<file path="config.mk">
export PLATFORM = sky130hd
export DESIGN_NAME = pmev_aggregator
export DESIGN_NICKNAME = d
export VERILOG_FILES = /design/src/rtl/pmev_pkg.sv /design/src/rtl/pmev_lane_mask.sv /design/src/rtl/pmev_w1c_bank.sv /design/src/rtl/pmev_rw_reg.sv /design/src/rtl/pmev_aggregator.sv
export SDC_FILE = /design/constraint.sdc
export NUM_CORES = 1
export LEC_CHECK = 0
export BUFFER_PORTS_ARGS = -buffer_cell sky130_fd_sc_hd__buf_4
export CORE_MARGIN = 10
export CORE_UTILIZATION = 45
export DETAILED_ROUTE_END_ITERATION = 8
export GPL_ROUTABILITY_DRIVEN = 0
export HOLD_SLACK_MARGIN = 0.12
export PLACE_DENSITY = 0.7
export SLEW_MARGIN = 15
export SYNTH_ARGS = -nofsm -noshare
export SYNTH_HDL_FRONTEND = slang
export SYNTH_SLANG_ARGS = --single-unit
export TNS_END_PERCENT = 5
</file>
<file path="constraint.sdc">
create_clock -name clk -period 2.3 [get_ports clk]
set_clock_uncertainty 0.2 [all_clocks]
set_input_delay 0.46 -clock clk [delete_from_list [all_inputs] [get_ports clk]]
set_output_delay 0.46 -clock clk [all_outputs]
set_load 0.02 [all_outputs]
</file>
<file path="src/rtl/pmev_pkg.sv">
package pmev_pkg;
  typedef enum logic [2:0] {
    SEL_PMSTS  = 3'd0,
    SEL_RSMEN  = 3'd1,
    SEL_CTRL   = 3'd2,
    SEL_GPSTS  = 3'd3,
    SEL_GPEN   = 3'd4,
    SEL_GLBSTS = 3'd5,
    SEL_DEVSTS = 3'd6,
    SEL_NONE   = 3'd7
  } pmev_sel_e;

  localparam int SEL_W       = 3;
  localparam int SUM_DEV_BIT = 4;
  localparam int SUM_PM_BIT  = 6;
  localparam int SUM_GP_BIT  = 7;
endpackage

</file>
<file path="src/rtl/pmev_lane_mask.sv">
module pmev_lane_mask #(
  parameter int NBYTES = 2
) (
  input  logic [NBYTES-1:0]   be,
  output logic [NBYTES*8-1:0] bits
);
  for (genvar i = 0; i < NBYTES; i++) begin : g_lane
    assign bits[8*i +: 8] = {8{be[i]}};
  end
endmodule

</file>
<file path="src/rtl/pmev_w1c_bank.sv">
module pmev_w1c_bank #(
  parameter int           W        = 16,
  parameter logic [W-1:0] CLR_MASK = '1
) (
  input  logic         clk,
  input  logic         rst,
  input  logic [W-1:0] set_i,
  input  logic [W-1:0] clr_i,
  output logic [W-1:0] q,
  output logic [W-1:0] nxt_o
);
  // set dominates clear so a fresh event is never lost
  assign nxt_o = (q & ~(clr_i & CLR_MASK)) | set_i;

  always_ff @(posedge clk) begin
    if (rst) q <= '0;
    else     q <= nxt_o;
  end

  AST_SET_STICKY: assert property (@(posedge clk) disable iff (rst)
    (set_i != '0) |=> ((q & $past(set_i)) == $past(set_i)));
  AST_CLR_WRITTEN: assert property (@(posedge clk) disable iff (rst)
    (clr_i != '0) |=> ((q & $past(clr_i & CLR_MASK & ~set_i)) == '0));
  AST_OUTSIDE_MASK_KEPT: assert property (@(posedge clk) disable iff (rst)
    1'b1 |=> (($past(q) & ~CLR_MASK & ~q) == '0));
endmodule

</file>
<file path="src/rtl/pmev_rw_reg.sv">
module pmev_rw_reg #(
  parameter int           W         = 16,
  parameter logic [W-1:0] KEEP_MASK = '1
) (
  input  logic         clk,
  input  logic         rst,
  input  logic         wr_i,
  input  logic [W-1:0] wdata,
  input  logic [W-1:0] lane_bits,
  input  logic [W-1:0] force_set,
  input  logic [W-1:0] force_clr,
  output logic [W-1:0] q,
  output logic [W-1:0] nxt_o
);
  logic [W-1:0] after_wr;

  always_comb begin
    after_wr = q;
    if (wr_i) after_wr = (q & ~lane_bits) | (wdata & lane_bits & KEEP_MASK);
    nxt_o = (after_wr & ~force_clr) | force_set;
  end

  always_ff @(posedge clk) begin
    if (rst) q <= '0;
    else     q <= nxt_o;
  end

  AST_RSV_ZERO: assert property (@(posedge clk) disable iff (rst)
    ((q & ~(KEEP_MASK | force_set)) == '0) |=> ((q & ~KEEP_MASK) == '0));
  AST_LANE_HOLD: assert property (@(posedge clk) disable iff (rst)
    (force_set == '0 && force_clr == '0) |=>
      ((q & ~$past(wr_i ? lane_bits : '0)) == ($past(q) & ~$past(wr_i ? lane_bits : '0))));
endmodule

</file>
<file path="src/rtl/pmev_aggregator.sv">
module pmev_aggregator
  import pmev_pkg::*;
#(
  parameter int NUM_EVT = 16,
  parameter int REG_W   = 16,
  parameter int DEV_W   = 32
) (
  input  logic               clk,
  input  logic               rst,
  input  logic [NUM_EVT-1:0] evt_i,
  input  logic [REG_W-1:0]   pm_evt_i,
  input  logic [REG_W-1:0]   glb_evt_i,
  input  logic               wr_en,
  input  logic [SEL_W-1:0]   wr_sel,
  input  logic [DEV_W-1:0]   wr_data,
  input  logic [DEV_W/8-1:0] wr_be,
  input  logic [SEL_W-1:0]   rd_sel,
  output logic [DEV_W-1:0]   rd_data,
  input  logic               mode_req,
  input  logic               mode_on,
  output logic               irq_o
);
  localparam int REG_BYTES = REG_W / 8;
  localparam logic [REG_W-1:0] GLB_CLR  = REG_W'(16'h0D25);
  localparam logic [REG_W-1:0] RSM_KEEP = REG_W'(16'h0521);
  localparam logic [REG_W-1:0] GPE_KEEP = REG_W'(16'h0F01);
  localparam logic [REG_W-1:0] BIT0     = REG_W'(1);

  logic [REG_W-1:0] lanes;
  logic [REG_W-1:0] wdat;
  logic             wr_pm, wr_rsm, wr_ctl, wr_gp, wr_gpe, wr_glb, wr_dev;
  logic [REG_W-1:0] gp_set;
  logic [REG_W-1:0] mode_set, mode_clr;

  logic [REG_W-1:0] pm_q, pm_n, gp_q, gp_n, glb_q, glb_n;
  logic [REG_W-1:0] rsm_q, rsm_n, ctl_q, ctl_n, gpe_q, gpe_n;
  logic [DEV_W-1:0] dev_q;
  logic [REG_W-1:0] glb_view;
  logic [DEV_W-1:0] rd_n;
  logic             irq_q;

  pmev_lane_mask #(.NBYTES(REG_BYTES)) u_lanes (
    .be(wr_be[REG_BYTES-1:0]), .bits(lanes));

  assign wdat   = wr_data[REG_W-1:0];
  assign wr_pm  = wr_en && (wr_sel == SEL_PMSTS);
  assign wr_rsm = wr_en && (wr_sel == SEL_RSMEN);
  assign wr_ctl = wr_en && (wr_sel == SEL_CTRL);
  assign wr_gp  = wr_en && (wr_sel == SEL_GPSTS);
  assign wr_gpe = wr_en && (wr_sel == SEL_GPEN);
  assign wr_glb = wr_en && (wr_sel == SEL_GLBSTS);
  assign wr_dev = wr_en && (wr_sel == SEL_DEVSTS);

  always_comb begin
    gp_set = '0;
    gp_set[NUM_EVT-1:0] = evt_i;
  end

  assign mode_set = (mode_req &&  mode_on) ? BIT0 : '0;
  assign mode_clr = (mode_req && !mode_on) ? BIT0 : '0;

  pmev_w1c_bank #(.W(REG_W), .CLR_MASK('1)) u_pm (
    .clk(clk), .rst(rst), .set_i(pm_evt_i),
    .clr_i(wr_pm ? (wdat & lanes) : '0), .q(pm_q), .nxt_o(pm_n));

  pmev_w1c_bank #(.W(REG_W), .CLR_MASK('1)) u_gp (
    .clk(clk), .rst(rst), .set_i(gp_set),
    .clr_i(wr_gp ? (wdat & lanes) : '0), .q(gp_q), .nxt_o(gp_n));

  pmev_w1c_bank #(.W(REG_W), .CLR_MASK(GLB_CLR)) u_glb (
    .clk(clk), .rst(rst), .set_i(glb_evt_i),
    .clr_i(wr_glb ? (wdat & lanes) : '0), .q(glb_q), .nxt_o(glb_n));

  pmev_rw_reg #(.W(REG_W), .KEEP_MASK(RSM_KEEP)) u_rsm (
    .clk(clk), .rst(rst), .wr_i(wr_rsm), .wdata(wdat), .lane_bits(lanes),
    .force_set(mode_set), .force_clr(mode_clr), .q(rsm_q), .nxt_o(rsm_n));

  pmev_rw_reg #(.W(REG_W), .KEEP_MASK('1)) u_ctl (
    .clk(clk), .rst(rst), .wr_i(wr_ctl), .wdata(wdat), .lane_bits(lanes),
    .force_set(mode_set), .force_clr(mode_clr), .q(ctl_q), .nxt_o(ctl_n));

  pmev_rw_reg #(.W(REG_W), .KEEP_MASK(GPE_KEEP)) u_gpe (
    .clk(clk), .rst(rst), .wr_i(wr_gpe), .wdata(wdat), .lane_bits(lanes),
    .force_set('0), .force_clr('0), .q(gpe_q), .nxt_o(gpe_n));

  always_ff @(posedge clk) begin
    if (rst)         dev_q <= '0;
    else if (wr_dev) dev_q <= ~wr_data;
  end

  always_comb begin
    glb_view = glb_q;
    if (|pm_q[REG_W-1:1]) glb_view[SUM_PM_BIT]  = 1'b1;
    if (|gp_q)            glb_view[SUM_GP_BIT]  = 1'b1;
    if (|dev_q)           glb_view[SUM_DEV_BIT] = 1'b1;
  end

  always_comb begin
    case (pmev_sel_e'(rd_sel))
      SEL_PMSTS:  rd_n = DEV_W'(pm_q);
      SEL_RSMEN:  rd_n = DEV_W'(rsm_q);
      SEL_CTRL:   rd_n = DEV_W'(ctl_q);
      SEL_GPSTS:  rd_n = DEV_W'(gp_q);
      SEL_GPEN:   rd_n = DEV_W'(gpe_q);
      SEL_GLBSTS: rd_n = DEV_W'(glb_view);
      SEL_DEVSTS: rd_n = dev_q;
      default:    rd_n = '0;
    endcase
  end

  always_ff @(posedge clk) begin
    if (rst) begin
      rd_data <= '0;
      irq_q   <= 1'b0;
    end else begin
      rd_data <= rd_n;
      irq_q   <= ((|rsm_n) && (|pm_n)) || ((|gp_n) && (|gpe_n));
    end
  end

  assign irq_o = irq_q;

  AST_IRQ_LEVEL: assert property (@(posedge clk) disable iff (rst)
    irq_o == (((|rsm_q) && (|pm_q)) || ((|gp_q) && (|gpe_q))));
  AST_DEV_INVERT: assert property (@(posedge clk) disable iff (rst)
    wr_dev |=> (dev_q == ~$past(wr_data)));
  AST_MODE_ON: assert property (@(posedge clk) disable iff (rst)
    (mode_req && mode_on) |=> (ctl_q[0] && rsm_q[0]));
  AST_MODE_OFF: assert property (@(posedge clk) disable iff (rst)
    (mode_req && !mode_on) |=> (!ctl_q[0] && !rsm_q[0]));
  AST_GP_SUMMARY: assert property (@(posedge clk) disable iff (rst)
    (rd_sel == SEL_GLBSTS && gp_q != '0) |=> rd_data[SUM_GP_BIT]);
  AST_EVT_BEATS_CLR: assert property (@(posedge clk) disable iff (rst)
    (evt_i != '0) |=> ((gp_q[NUM_EVT-1:0] & $past(evt_i)) == $past(evt_i)));
endmodule

</file>
==> flow_summary.json <==
{
  "ys_types": 49,
  "clk_latency_ns": 0.42,
  "drt.antenna.violating_nets": 0,
  "fin_util_pct": 63.4,
  "whs_ns": 0.129,
  "grt_max_degree": 41,
  "worst_pin_slew_ns": 0.495,
  "reg2reg_from": "u_gp.q[1]$_SDFF_PP0_",
  "syn2layout_area_growth_pct": 39.5,
  "synth_edf_count": 0,
  "clockBufferDepth": 2,
  "status": "finished, final reports clean",
  "p_leak_nw": 3.78,
  "cts_buffers": 17,
  "drtIter0Drc": 402,
  "grt_pass1_wl_um": 33600,
  "wl_per_cell_um": 19.0,
  "setup_slack_ns": 0.0751,
  "ys_top_cells_by_area": "dfxtp_1, nor2_1, mux2i_1, and2_1, a211oi_1",
  "period_share_pct": 96.7,
  "fp-row-count": 44,
  "dpl_cell_area_sq_um": 7840,
  "min_from": "pm_evt_i[15]",
  "synth_nets": 797,
  "setup_viol": 0,
  "layout_commonest_cell": "dfxtp_1",
  "cts_max_level": 4,
  "start_util_pct": 45.4,
  "synth_cells": 702,
  "final_cells": 1100,
  "antenna_cells": 0,
  "rsz0062_at_grt": "no",
  "end_kind": "register",
  "grt_overflow": 0,
  "netlist_area_sq_um": 6550,
  "tritoncts": "built",
  "drcViolationCount": 0,
  "via_per_inst": 5.52,
  "p_per_area_nw_per_um2": 722,
  "critical_path_required_ns": 2.41,
  "final_cell_mix": "dfxtp_1, buf_4, nor2_1",
  "vias": 6075,
  "critPathArrivalTime_ns": 2.34,
  "drtPass1Iterations": 5,
  "synth_largest_area_cell": "dfxtp_1",
  "cts_num_sinks": 161,
  "drt_wl_total_um": 21000,
  "async_reset_ff_share_pct": 0,
  "placedCellCount": 999,
  "yosysWarnings": 0,
  "synth-seq-cells": 161,
  "ys_seq_area_share_pct": 49.2,
  "die-area_sq_um": 19800,
  "final_area_sq_um": 9140,
  "dp_hpwl_um": 15400,
  "final_net_count": 1000,
  "clk_pin_slew_ns": 0.06,
  "synth_top_area_share_pct": 49.2,
  "relSlewSlack_pct": 66.7,
  "port_buffers": 125,
  "fmax_mhz": 449,
  "dieWidth_um": 141,
  "first_global_vias": 6364,
  "die_h_um": 141,
  "dp_slack_ns": -0.159,
  "core_sq_um": 14400,
  "maxSlewViolCount": 0,
  "startpoint": "wr_data[9]",
  "cp_max_fo": 6,
  "final_layout_size_suffix_gt1_share_pct": 24.0,
  "start_kind": "input port",
  "period_needed_ns": 2.22,
  "syn_area_per_cell_sq_um": 9.33,
  "gr-usage-all-layers_pct": 21.0,
  "num_io_pins": 128,
  "maxCapViolations": 0,
  "nFillCells": 1189,
  "cts_root_buf": "clkbuf_16",
  "irDropWorstVdd_v": 0.000480,
  "critPathKind": "in -> reg",
  "hp-class": "in -> reg",
  "synthFlopType": "dfxtp_1",
  "antenna_found_initial": 0,
  "finalHoldViolations": 0
}
worst max-delay path, stage by stage:
cell           delay (ns)
dlygate4sd3_1        0.55
buf_4                0.17
or4_1                0.50
o21ai_0              0.30
a21oi_1              0.19
o2bb2ai_1            0.16
cells in the mapped netlist (3+ instances only):
cell and n:
a21oi_1 29, a31oi_1 17, o21ba_2 13, nand3_1 13, buf_1 3, nand2_1 27, inv_1 18, or4_1 5
mux4_2 11, o21ai_0 18, mux2_2 6, buf_2 7, a221oi_1 3, nor2b_1 14, a22oi_1 3, nor4_1 25
nand4_1 8, mux2i_1 44, dfxtp_1 161, nor3_1 6, a211oi_1 33, and2_1 41, nor2_1 131, clkbuf_1 33
a2111oi_0 3
per-stage QoR:
step	power (mW)	TNS, ns
floorplan	3.37	-0.00604
global placement	3.69	-0.162
detailed placement	3.71	-0.159
CTS	6.60	0
global route	6.81	0
finish	6.59	0
per-layer routing:
layer	GRT usage [%]	routed length (um)	vias to the layer above
li1	-	-	2909
met1	26.4	9090	2843
met2	33.9	9660	282
met3	5.27	1750	41
met4	7.50	454	0
met5	0	0	-
state kept, by name, indices dropped and copies added (netlist names), named ones only:
name     cells
dev_q       32
irq_o        1
rd_data     32
u_glb.q     16
u_gp.q      16
u_gpe.q     16
u_pm.q      16
u_rsm.q     16
final cells by class:
class	count	area [sq um]	share of cell area, %
Sequential cell	161	3220	35.3
Multi-Input combinational cell	479	3090	33.8
Timing Repair Buffer	228	1940	21.3
Clock buffer	24	482	5.27
Tap cell	184	230	2.52
Clock inverter	6	105	1.15
Inverter	18	67.6	0.739
path summary, 6_finish.rpt:
kind / to / slack [ns] / cells after the start
hold reg to reg: u_glb.q[14]$_SDFF_PP0_ / 0.27 / 2
setup / recovery: irq_o$_SDFF_PP0_ / 0.08 / 6
hold / removal: u_pm.q[15]$_SDFF_PP0_ / 0.13 / 3
setup reg to reg: irq_o$_SDFF_PP0_ / 0.33 / 6
kinds of logic (layout without fill, tap and decap cells):
family	count (synthesis)	after routing	synth area share, %
AO/OA/AOI/OAI	134	134	14.0
buffers and inverters	62	276	3.80
flip-flops	161	161	49.2
multiplexers	61	61	11.5
AND/OR/NAND/NOR	284	284	21.4
power by group:
part	switching (mW)	internal, mW	total [mW]
logic	0.383	0.402	0.785
clock network	1.05	1.78	2.82
registers	0.0879	2.90	2.98
total	1.52	5.07	6.59
what timing repair did:
action,4_1_cts,5_1_grt
hold buffers,70,0
hold endpoints to repair,70,0
setup endpoints to repair,0,1
buffers inserted,0,1
gates resized for setup,0,2
Power figures use the tool's default switching activity.
